File: config.mk
export PLATFORM = sky130hd
export DESIGN_NAME = store_drain_queue
export DESIGN_NICKNAME = d
export VERILOG_FILES = /design/src/rtl/store_drain_queue.sv
export SDC_FILE = /design/constraint.sdc
export NUM_CORES = 1
export LEC_CHECK = 0
export ABC_AREA = 1
export BUFFER_PORTS_ARGS = -buffer_cell sky130_fd_sc_hd__buf_2
export CAP_MARGIN = 25
export CORE_ASPECT_RATIO = 1.25
export CORE_UTILIZATION = 30
export CTS_CLUSTER_SIZE = 16
export DETAILED_ROUTE_END_ITERATION = 8
export GPL_ROUTABILITY_DRIVEN = 0
export GPL_TIMING_DRIVEN = 0
export SYNTH_ARGS = -nofsm -noshare
export SYNTH_HDL_FRONTEND = slang
export SYNTH_SLANG_ARGS = --single-unit
export TNS_END_PERCENT = 30
File: constraint.sdc
create_clock -name clk -period 5.4 [get_ports clk]
set_clock_uncertainty 0.15 [all_clocks]
set_input_delay 0.81 -clock clk [delete_from_list [all_inputs] [get_ports clk]]
set_output_delay 0.81 -clock clk [all_outputs]
set_load 0.05 [all_outputs]
File: src/rtl/store_drain_queue.sv
module store_drain_queue #(
  parameter int DEPTH = 4,
  parameter int AW    = 16,
  parameter int DW    = 32
) (
  input  logic                         clk,
  input  logic                         rst_n,
  input  logic                         st_valid,
  input  logic [AW-1:0]                st_addr,
  input  logic [DW-1:0]                st_data,
  output logic                         st_stall,
  input  logic                         rd_en,
  input  logic [AW-1:0]                rd_addr,
  output logic                         rd_hit,
  output logic [DW-1:0]                rd_data,
  output logic                         mem_valid,
  output logic [AW-1:0]                mem_addr,
  output logic [DW-1:0]                mem_data,
  input  logic                         mem_ready,
  output logic                         full,
  output logic                         empty,
  output logic [$clog2(DEPTH+1)-1:0]   count
);
  localparam int PW = (DEPTH > 1) ? $clog2(DEPTH) : 1;
  localparam int CW = $clog2(DEPTH+1);

  logic [AW-1:0]    addr_q [DEPTH];
  logic [DW-1:0]    data_q [DEPTH];
  logic [PW-1:0]    head, tail;
  logic [CW-1:0]    cnt;
  logic [DEPTH-1:0] live, mrg_hit, rd_match;
  logic [PW-1:0]    mrg_idx, fwd_idx;
  logic             merge, alloc, deq;

  function automatic logic [PW-1:0] bump(input logic [PW-1:0] p);
    return (p == PW'(DEPTH-1)) ? '0 : p + 1'b1;
  endfunction

  always_comb begin
    mrg_idx = '0;
    fwd_idx = head;
    for (int i = 0; i < DEPTH; i++) begin
      live[i]     = ((i >= int'(head)) ? (i - int'(head)) : (i + DEPTH - int'(head))) < int'(cnt);
      mrg_hit[i]  = live[i] && (PW'(i) != head) && (addr_q[i] == st_addr);
      rd_match[i] = live[i] && (addr_q[i] == rd_addr);
      if (mrg_hit[i]) mrg_idx = PW'(i);
      if (rd_match[i] && PW'(i) != head) fwd_idx = PW'(i);
    end
  end

  assign full      = (cnt == CW'(DEPTH));
  assign empty     = (cnt == '0);
  assign count     = cnt;
  assign merge     = st_valid && |mrg_hit;
  assign alloc     = st_valid && !merge && !full;
  assign st_stall  = st_valid && !merge && full;
  assign mem_valid = !empty;
  assign mem_addr  = addr_q[head];
  assign mem_data  = data_q[head];
  assign deq       = mem_valid && mem_ready;
  assign rd_hit    = rd_en && |rd_match;
  assign rd_data   = data_q[fwd_idx];

  always_ff @(posedge clk) begin
    if (!rst_n) begin
      head <= '0;
      tail <= '0;
      cnt  <= '0;
    end else begin
      if (alloc) tail <= bump(tail);
      if (deq)   head <= bump(head);
      cnt <= cnt + CW'(alloc) - CW'(deq);
    end
  end

  always_ff @(posedge clk) begin
    if (alloc) begin
      addr_q[tail] <= st_addr;
      data_q[tail] <= st_data;
    end
    if (merge) data_q[mrg_idx] <= st_data;
  end
endmodule

# == After elaboration in Yosys (flattened, before gate mapping) ==
# Memory sizes are Yosys's and may differ from the RTL's. A register that Yosys moved wholly into a read port is not among the register bits.
# Index checks and enable logic that the tools add are counted.
# op_classes
add_sub_neg,11
order_cmp,7
n_eq_ne,14
n_mux,23
n_reduce_logical,30
# ops
operator,n
$eq 16x16->1,8
$mux 32,4
$lt 32x4->1,3
$reduce_or 32->1,1
$mux 2,13
$logic_and 1x1->1,22
$sub 3x2->4 const A,3
$reduce_or 4->1,2
$mux 1,6
$sub 1x2->3 const A,2
$sub 2x2->3 const A,2
$add 2x1->2 const B,2
$eq 2x2->1 const B,2
$ge 1x2->1 const A,2
$lt 3x4->1,1
$ne 2x2->1 const A,2
$add 3x1->3,1
$eq 3x3->1 const B,1
$logic_not 1->1,3
$logic_not 3->1,1
$sub 3x1->3,1
$ge 2x2->1 const A,1
$ne 1x2->1 const A,1
$reduce_bool 2->1,1
# word_totals
regBits,7
mem_bits_rw,192
inputBits,69
wordCells,90
memories,2
# memory_table
memory,words,width,read_ports,rd_clocked_by_memory_dff,write_ports,line_no,source
data_q,4,32,2,1,1,28,logic [DW-1:0] data_q [DEPTH];
addr_q,4,16,5,1,1,27,logic [AW-1:0] addr_q [DEPTH];

# == Depth between registers and ports, before layout ==
# Gate-level depths: netlist of run 1.
# logic_depth
depth_word,13
ltp_mapped,20
depth_no_buf,20

# == Worst setup path after synthesis of run 1 ==
# No wires, ideal clock.
# synth_path
kind,flip-flop to flip-flop
start,register cnt[1] (netlist: count[1])
end,memory data_q[0][0] (enable)
setup_time_ps,421
t_arrival_ps,3572
t_required_ps,4829
setup_slack_ps,1257
path_stages_with_launch,15
n_path_buf,0
period_less_slack_ps,4143
cell_sequence,dfxtp_1 -> inv_1 -> ha_1 -> inv_1 -> nand2_1 -> a21boi_1 -> o21ai_1 -> nand2_1 -> nor2_1 -> nor2_1 -> nand2_1 -> nand2_1 -> nand2_1 -> nand2_1 -> nor2_1
# synth_via
elab_chain_cells,11
# synth_rtl
item,line_no,source
start: declaration,30,logic [CW-1:0] cnt;
start signal: assignment,72,cnt <= cnt + CW'(alloc) - CW'(deq);
"parallel branches: the longest is 11 deep, another holds $lt 32x4->1",--,
end: declaration,28,
# Parallel ways; which one is timed is not known.

# == Final worst setup path of run 1 ==
# layout_path
start,register head[1]
end,output rd_data[22]
# layout_via
elab_chain_cells,10
# layout_rtl
item,line_no,source
start: declaration,29,"logic [PW-1:0] head, tail;"
start signal: assignment,71,if (deq) head <= bump(head);
$sub 3x2->4 (tied with other cells),43,live[i] = ((i >= int'(head)) ? (i - int'(head)) : (i + DEPTH - int'(head))) < int'(cnt);
$mux 32,43,
$lt 32x4->1,43,
$logic_and 1x1->1,45,rd_match[i] = live[i] && (addr_q[i] == rd_addr);
$logic_and 1x1->1,47,if (rd_match[i] && PW'(i) != head) fwd_idx = PW'(i);
$mux 2 (3 in series),47,
$mux 2 *,47,
$mem_v2 4x32 *,--,
end: declaration,15,"output logic [DW-1:0] rd_data,"
# Every way passes the cells marked *; elsewhere a longest branch is shown, timed or not.

==> impl_metrics.yaml, run 1 <==
pwr:
  cellPowerDensity_nw_per_um2: 509
  leakagePower_nw: 6.57
  irDropWorstVdd_mv: 0.278
floorplan:
  fp.dieArea_um2: 41100
  die_w_um: 181
  dieHeight_um: 226
  start_util_pct: 30.6
  ioPinCount: 157
  row_count: 81
  core_um2: 39400
sta:
  setup_total_negative_slack_ps: 0
  worst_slew_pin_slew_ps: 791
  max_freq_mhz: 220
  setup_viol: 0
  slew_viol_final: 0
  rsz0062_at_grt: "false"
  hold_viol_final: 0
  relSlewSlack_pct: 47.2
  whs_ps: 343
  period_share_pct: 84.2
  period_needed_ps: 4540
clocking:
  cts_sinks: 201
  htree_levels: 1
  cts_root_buf: "clkbuf_16"
  clk_latency_ps: 530
  tritoncts: "yes"
  cts_buffers: 22
  cts.clk_slew.worst_paths_ps: 70
  cts-hold-fix-buffers: 0
  ctsLongestPathBuffers: 3
  post_cts_resized: 0
  cts_setup_buffers: 0
synth:
  syn_avg_cell_area_um2: 8.24
  synth_ff_type: "edfxtp_1"
  yosys-top-cells-area: "edfxtp_1 48%, nand2_1 11%, inv_1 6.7%"
  synthCells: 1466
  yosysWarnings: 0
  synth_seq_area_share_pct: 49.2
  synth_area_um2: 12100
  synth_top_area_share_pct: 47.7
  async_flop_share_pct: 0
  yosysUniqueCellTypes: 36
  yosysTopAreaCell: "edfxtp_1"
  syn_nets: 1555
  synth-edff-count: 192
  ys_seq_elements: 201
finish:
  fin_cells: 2161
  final_common_cell: "nand2_1"
  fill_cells: 3960
  layout_common_cells: "358 x nand2_1, 216 x inv_1, 192 x edfxtp_1"
  multi_input_area_um2: 4860
  fin_nets: 1731
  seqCellArea_um2: 5950
  syn_to_final_growth_pct: 19.0
  drive_above_1_share_pct: 17.6
hold_path:
  hold_depth: 1
  min_path_type: "input pin to flop"
worst_setup_path:
  path_cells: "inv_1 > ha_1 > inv_1 > ha_1 > nand2_1 > nand2_1 > nand2_1 > nand2_1 > nand2_1 > nand3_1 > nor2_1 > nor2_1 > nand2_2 > inv_2 > buf_2 > nand3_1 > nand2_1 > buf_2"
  start_kind: "flop"
  cp-end-kind: "output pin"
  r2r_slack_ps: 1470
  path_common_cell: "nand2_1"
  worstPathRequired_ps: 4440
  ff2ff_path_depth: 17
  cp_max_fo: 10
  cp.arrival_ps: 3580
  cp_slowest_cell: "dfxtp_1"
  critPathMaxStageDelay_ps: 480
  crit_type: "flop to output pin"
placement:
  hpwl_um: 28600
  dp_cells: 2116
  placement.io_buffers: 144
global_routing:
  grt_pass1_vias: 10400
  grt-ovfl-total: 0
  grt_pass1_wl_um: 58500
  track_usage_pct: 18.8
  grt_max_degree: 22
  antenna_found_initial: 9
drt:
  via_per_inst: 4.93
  wl_per_cell_um: 18.1
  drcViolationCount: 0
  vias: 10700
  drt_first_iter_violations: 734
  ant_nets: 0
  dr.pass1.iters: 8
  routed_wl_um: 39200
run_status:
  status: "finished, final reports clean"
flow_run:
  cap_violations: 0
==> final timing paths <==
| path | start | endpoint |
|---|---|---|
| worst max register to register | head[1] | data_q[1][16] |
| worst min-delay path | st_data[20] | data_q[2][20] |
| worst min register to register | tail[1] | tail[1] |
| worst max-delay path | head[1] | rd_data[22] |
==> cell families (layout without fill, tap and decap cells) <==
family,count (synthesis),count (layout),share of synthesized area (%)
other,0,5,0
buffers and inverters,310,502,10.9
AO/OA/AOI/OAI,216,216,9.09
flip-flops,201,201,49.2
AND/OR/NAND/NOR,652,652,23.8
adder cells (fa/ha/maj),20,20,2.13
XOR/XNOR,67,67,4.86
==> where the power goes <==
| part | internal (mW) | switching (mW) |
|---|---|---|
| logic | 0.883 | 2.85 |
| registers | 1.91 | 0.123 |
| clock network | 0.896 | 0.647 |
==> area by class of cell <==
type | count | share of cell area (%)
buffer | 72 | 2.91
antenna | 5 | 0.0871
timing repair buffer | 152 | 6.15
sequential | 201 | 41.4
multi-input combinational | 955 | 33.8
clock inverter | 16 | 1.22
tap | 498 | 4.34
clock buffer | 24 | 3.88
inverter | 238 | 6.22
==> sequential cells by signal, summed over array words and instances (netlist names), named ones only <==
| register | flops |
|---|---|
| head | 2 |
| count | 3 |
| addr_q | 64 |
| tail | 2 |
| data_q | 128 |
==> worst max-delay path, delay by kind of cell (launching register included) <==
kind / cells / cell delay [ps]
buffers and inverters: 5 / 910
adder cells (fa/ha/maj): 2 / 600
flip-flops: 1 / 480
AND/OR/NAND/NOR: 11 / 1040
==> Yosys cell counts (6+ instances only) <==
library cell and number:
ha_1 19, nand3_2 24, dfxtp_1 9, nand4_1 15, nand2_1 358, buf_2 24
xnor2_1 45, buf_4 8, edfxtp_1 192, o21ai_0 68, nor3_1 6, xor2_1 22
clkbuf_1 31, nor2_1 103, nand3_1 129, a21oi_1 137, inv_1 216, o22ai_1 6
inv_2 21
==> layer usage <==
metal / vias up / global-route usage, % / part of all wire [%]
li1: 5109 / - / -
met5: - / 0 / 0.12
met1: 4992 / 22.6 / 40
met4: 8 / 11.2 / 4.9
met3: 118 / 2.47 / 6.2
met2: 427 / 32.1 / 49
==> through the flow <==
stage	worst slack [ps]	power, mW	instance area, um2	utilization, %
finish	855	7.31	14400	36.4
global route	673	7.65	14400	36.4
CTS	882	7.34	14400	36.4
detailed placement	1430	5.80	13600	34.6
global placement	-372	5.71	13400	34.0
floorplan	1260	4.68	12100	-
(Power assumes the default switching activity.)
==> inputs of run 2 (changes only) <==
Clock period 5.4 ns to 4.3 ns, I/O delays scaled along.
==> impl_metrics.yaml, run 2 (same netlist as run 1, synthesis figures left out) <==
sta:
  slew_viol_final: 0
  setup_total_negative_slack_ps: 0
  worst_slew_pin_slew_ps: 798
  period_needed_ps: 4170
  rsz0062_at_grt: "true"
  worst_slack_ps: 132
  relSlewSlack_pct: 46.8
  period_share_pct: 96.9
  hold_viol_final: 0
  max_freq_mhz: 240
  setup_viol: 0
floorplan:
  dieHeight_um: 226
  core_um2: 39400
  fp.dieArea_um2: 41100
  die_w_um: 181
  ioPinCount: 157
  start_util_pct: 30.6
  row_count: 81
pwr:
  power_mw: 9.24
  leakagePower_nw: 6.59
  irDropWorstVdd_mv: 0.349
  cellPowerDensity_nw_per_um2: 641
finish:
  fin_cells: 2161
  fin_nets: 1731
  fill_cells: 3957
  largest-register: "data_q"
  largest_register_ffs: 128
  syn_to_final_growth_pct: 19.4
  final_common_cell: "nand2_1"
  layout_common_cells: "358 x nand2_1, 216 x inv_1, 192 x edfxtp_1"
  drive_above_1_share_pct: 17.8
global_routing:
  track_usage_pct: 18.8
  antenna_found_initial: 9
  grt_max_degree: 22
  grt_pass1_wl_um: 58500
  grt_pass1_vias: 10400
  grt-ovfl-total: 0
clocking:
  htree_levels: 1
  cts_buffers: 22
  post_cts_resized: 1
  ctsLongestPathBuffers: 3
  cts_sinks: 201
  cts_setup_buffers: 0
  tritoncts: "yes"
  cts-hold-fix-buffers: 0
  cts.clk_slew.worst_paths_ps: 70
  cts_root_buf: "clkbuf_16"
  clk_latency_ps: 530
hold_path:
  min_path_type: "input pin to flop"
drt:
  via_per_inst: 4.91
  drt_first_iter_violations: 786
  dr.pass1.iters: 5
  drcViolationCount: 0
  ant_nets: 0
  wl_per_cell_um: 18.1
  vias: 10600
  routed_wl_um: 39100
flow_run:
  cap_violations: 0
worst_setup_path:
  start_kind: "flop"
  cp_max_fo: 10
  worstPathRequired_ps: 3500
  cp.arrival_ps: 3370
  crit_type: "flop to output pin"
  cp-end-kind: "output pin"
placement:
  place_ws_ps: 385
  dp_cells: 2116
  placement.io_buffers: 144
  hpwl_um: 28600
run_status:
  status: "finished, final reports clean"
-- run 2: changes by cell type in the layout (fill, tap and decap cells not counted) --
cell and delta:
o21ai_2 +1, buf_2 -17, buf_6 +2, buf_4 +1, clkbuf_4 +14, dfxtp_2 +2
dfxtp_1 -2, o21ai_1 -1
-- run 2: final cells by class --
| cell class | count | area (um2) | share of cell area (%) |
|---|---|---|---|
| clock inverter | 16 | 175 | 1.21 |
| sequential | 201 | 5950 | 41.2 |
| antenna | 5 | 12.5 | 0.0867 |
| tap | 498 | 623 | 4.32 |
| inverter | 238 | 893 | 6.19 |
| timing repair buffer | 152 | 922 | 6.39 |
| clock buffer | 24 | 558 | 3.87 |
| multi-input combinational | 955 | 4860 | 33.7 |
| buffer | 72 | 429 | 2.98 |
-- run 2: layer usage --
metal	share of wire (%)	track usage (%)	wire, um	up-vias
li1	-	-	-	5112
met1	40	22.6	15700	4975
met2	49	32.1	19100	398
met3	5.9	2.47	2310	115
met4	4.9	11.2	1900	8
met5	0.12	0	46	-
-- run 2: stage by stage --
| stage | utilization [%] | instance area [um2] | hold WS, ps |
|---|---|---|---|
| 2_1_floorplan | - | 12100 | 405 |
| 3_3_place_gp | 34.0 | 13400 | 453 |
| 3_5_place_dp | 34.6 | 13600 | 464 |
| 4_1_cts | 36.4 | 14400 | 160 |
| 5_1_grt | 36.6 | 14400 | 169 |
| 6_report | 36.6 | 14400 | 176 |
-- run 2: final timing paths --
kind	start	to	slack, ps	depth (start not counted)
max	head[1]	rd_data[22]	130	18
min	st_data[20]	data_q[2][20]	180	1
max reg2reg	head[1]	data_q[3][13]	460	17
min reg2reg	head[0]	head[0]	420	2
-- run 2: critical path, cell delays in order (launching register included) --
cell and delay [ps]:
dfxtp_2 400, inv_1 110, ha_1 320, inv_1 50
ha_1 270, nand2_1 50, nand2_1 50, nand2_1 50
nand2_1 50, nand2_1 130, nand3_1 140, nor2_1 50
nor2_1 130, nand2_2 160, inv_2 160, buf_4 220
nand3_1 90, nand2_1 130, clkbuf_4 250
-- run 2: where the power goes --
part	total, mW	internal, mW	switching [mW]	leakage [nW]
registers	2.56	2.40	0.154	1.83
clock network	1.94	1.13	0.810	0.357
logic	4.75	1.16	3.59	4.40
total	9.24	4.68	4.56	6.59
==> inputs of run 3 (changes only) <==
Clock period 4.3 ns to 3.8 ns, I/O delays scaled along.
==> impl_metrics.yaml, run 3 (same netlist as run 1, synthesis figures left out) <==
run_status:
  status: "finished, final reports clean"
worst_setup_path:
  cp-end-kind: "output pin"
  r2r_slack_ps: 190
  ff2ff_path_depth: 18
  start_kind: "flop"
  crit_cells: 19
  path_cells: "inv_4 > ha_4 > inv_1 > ha_1 > nand2_1 > nand2_1 > nand2_1 > nand2_1 > nand2_2 > buf_4 > nand4_4 > nand2_4 > buf_12 > buf_8 > clkbuf_16 > nand3_1 > nand3_1 > nand2_1 > buf_6"
  crit_path_start: "head[0]"
  path_common_cell: "nand2_1"
  cp_max_fo: 5
  cp_slowest_cell: "dfxtp_4"
  worstPathRequired_ps: 3080
  cp.arrival_ps: 3060
  crit_type: "flop to output pin"
  crit_family: "buffers and inverters"
  cp_num_buf_inv: 7
  rr_endpoint: "data_q[3][13]"
  critPathMaxStageDelay_ps: 370
  crit_path_end: "rd_data[23]"
  r2r_start: "head[0]"
clocking:
  cts_sinks: 201
  htree_levels: 1
  ctsLongestPathBuffers: 3
  cts_root_buf: "clkbuf_16"
  tritoncts: "yes"
  clk_latency_ps: 530
  cts_buffers: 22
  cts.clk_slew.worst_paths_ps: 70
floorplan:
  row_count: 81
  core_um2: 39400
  ioPinCount: 157
  dieHeight_um: 226
  start_util_pct: 30.6
  die_w_um: 181
  fp.dieArea_um2: 41100
sta:
  relSlewSlack_pct: 46.6
  slew_viol_final: 0
  period_needed_ps: 3780
  rsz0062_at_grt: "true"
  period_share_pct: 99.4
  whs_ps: 100
  setup_total_negative_slack_ps: 0
  worst_slew_pin_slew_ps: 799
  setup_viol: 0
  max_freq_mhz: 265
  hold_viol_final: 0
finish:
  fin_nets: 1745
  final_common_cell: "nand2_1"
  fin_cells: 2175
  layout_common_cells: "344 x nand2_1, 214 x inv_1, 192 x edfxtp_1"
  largest_register_ffs: 128
  fin_area_um2: 15000
  largest-register: "data_q"
  drive_above_1_share_pct: 20.3
  syn_to_final_growth_pct: 24.3
placement:
  dp_cells: 2116
  hpwl_um: 28600
  placed_area_um2: 13600
  placement.io_buffers: 144
global_routing:
  grt_max_degree: 22
  antenna_found_initial: 9
  track_usage_pct: 18.9
  grt-ovfl-total: 0
  grt_pass1_vias: 10400
  grt_pass1_wl_um: 58800
drt:
  drt_first_iter_violations: 631
  routed_wl_um: 39700
  dr.pass1.iters: 5
  wl_per_cell_um: 18.2
  drcViolationCount: 0
  ant_nets: 0
  via_per_inst: 4.91
  vias: 10700
hold_path:
  min_path_type: "input pin to flop"
pwr:
  leakagePower_nw: 6.81
  irDropWorstVdd_mv: 0.395
  cellPowerDensity_nw_per_um2: 737
flow_run:
  cap_violations: 0
==> run 3: cell types whose count changed in the layout (fill, tap and decap cells not counted), moves of 5 or more <==
cell and delta:
buf_6 +23, buf_8 +12, nand3_2 +5, buf_4 +16, buf_2 -30, clkbuf_4 -12, nand2_2 +13, nand2_1 -14
nand3_1 -6
==> run 3: how the worst min path moves through the flow <==
stage                               end        start  depth (start not counted)
after floorplan                    flop      head[0]                          2
after global placement          tail[1]      tail[1]                          4
after detailed placement        head[0]      head[0]                          2
after CTS                  data_q[3][9]   st_data[9]                          1
after global routing      data_q[0][15]  st_data[15]                          1
final                      data_q[2][6]   st_data[6]                          1
==> run 3: power breakdown <==
part	internal (mW)	leakage (nW)	total, mW	switching, mW
Combinational	1.73	4.62	5.97	4.24
Sequential	2.72	1.83	2.89	0.168
Clock	1.27	0.357	2.19	0.921
==> run 3: routing by layer <==
layer | wire length, um | track usage, %
met3 | 2340 | 2.54
met5 | 46 | 0
met1 | 15800 | 22.7
met2 | 19700 | 32.4
met4 | 1850 | 10.9
==> run 3: timing repair <==
action	4_1_cts	5_1_grt
hold buffers	0	0
hold endpoints to repair	0	0
gates cloned	1	1
pin swaps	2	12
gates resized for setup	80	78
endpoints found under the setup margin	85	93
buffers inserted	5	9
==> run 3: final cells by class <==
class                   count  area, um2
clock buffers              24        558
inverters                 238        901
diodes                      5       12.5
flip-flops and latches    201       5960
well taps                 498        623
multi-input cells         955       4990
clock inverters            16        175
plain buffers              70        498
repair buffers            168       1290
fillers                  3908      24400
==> run 3: per-stage QoR <==
stage,utilization [%],setup slack (ps),power (mW)
after floorplan,-,-343,6.66
after global placement,34.0,-1900,8.12
after detailed placement,34.6,-115,8.24
after CTS,37.2,0.408,10.7
after global routing,38.1,-92.2,11.5
final,38.1,22.4,11.1
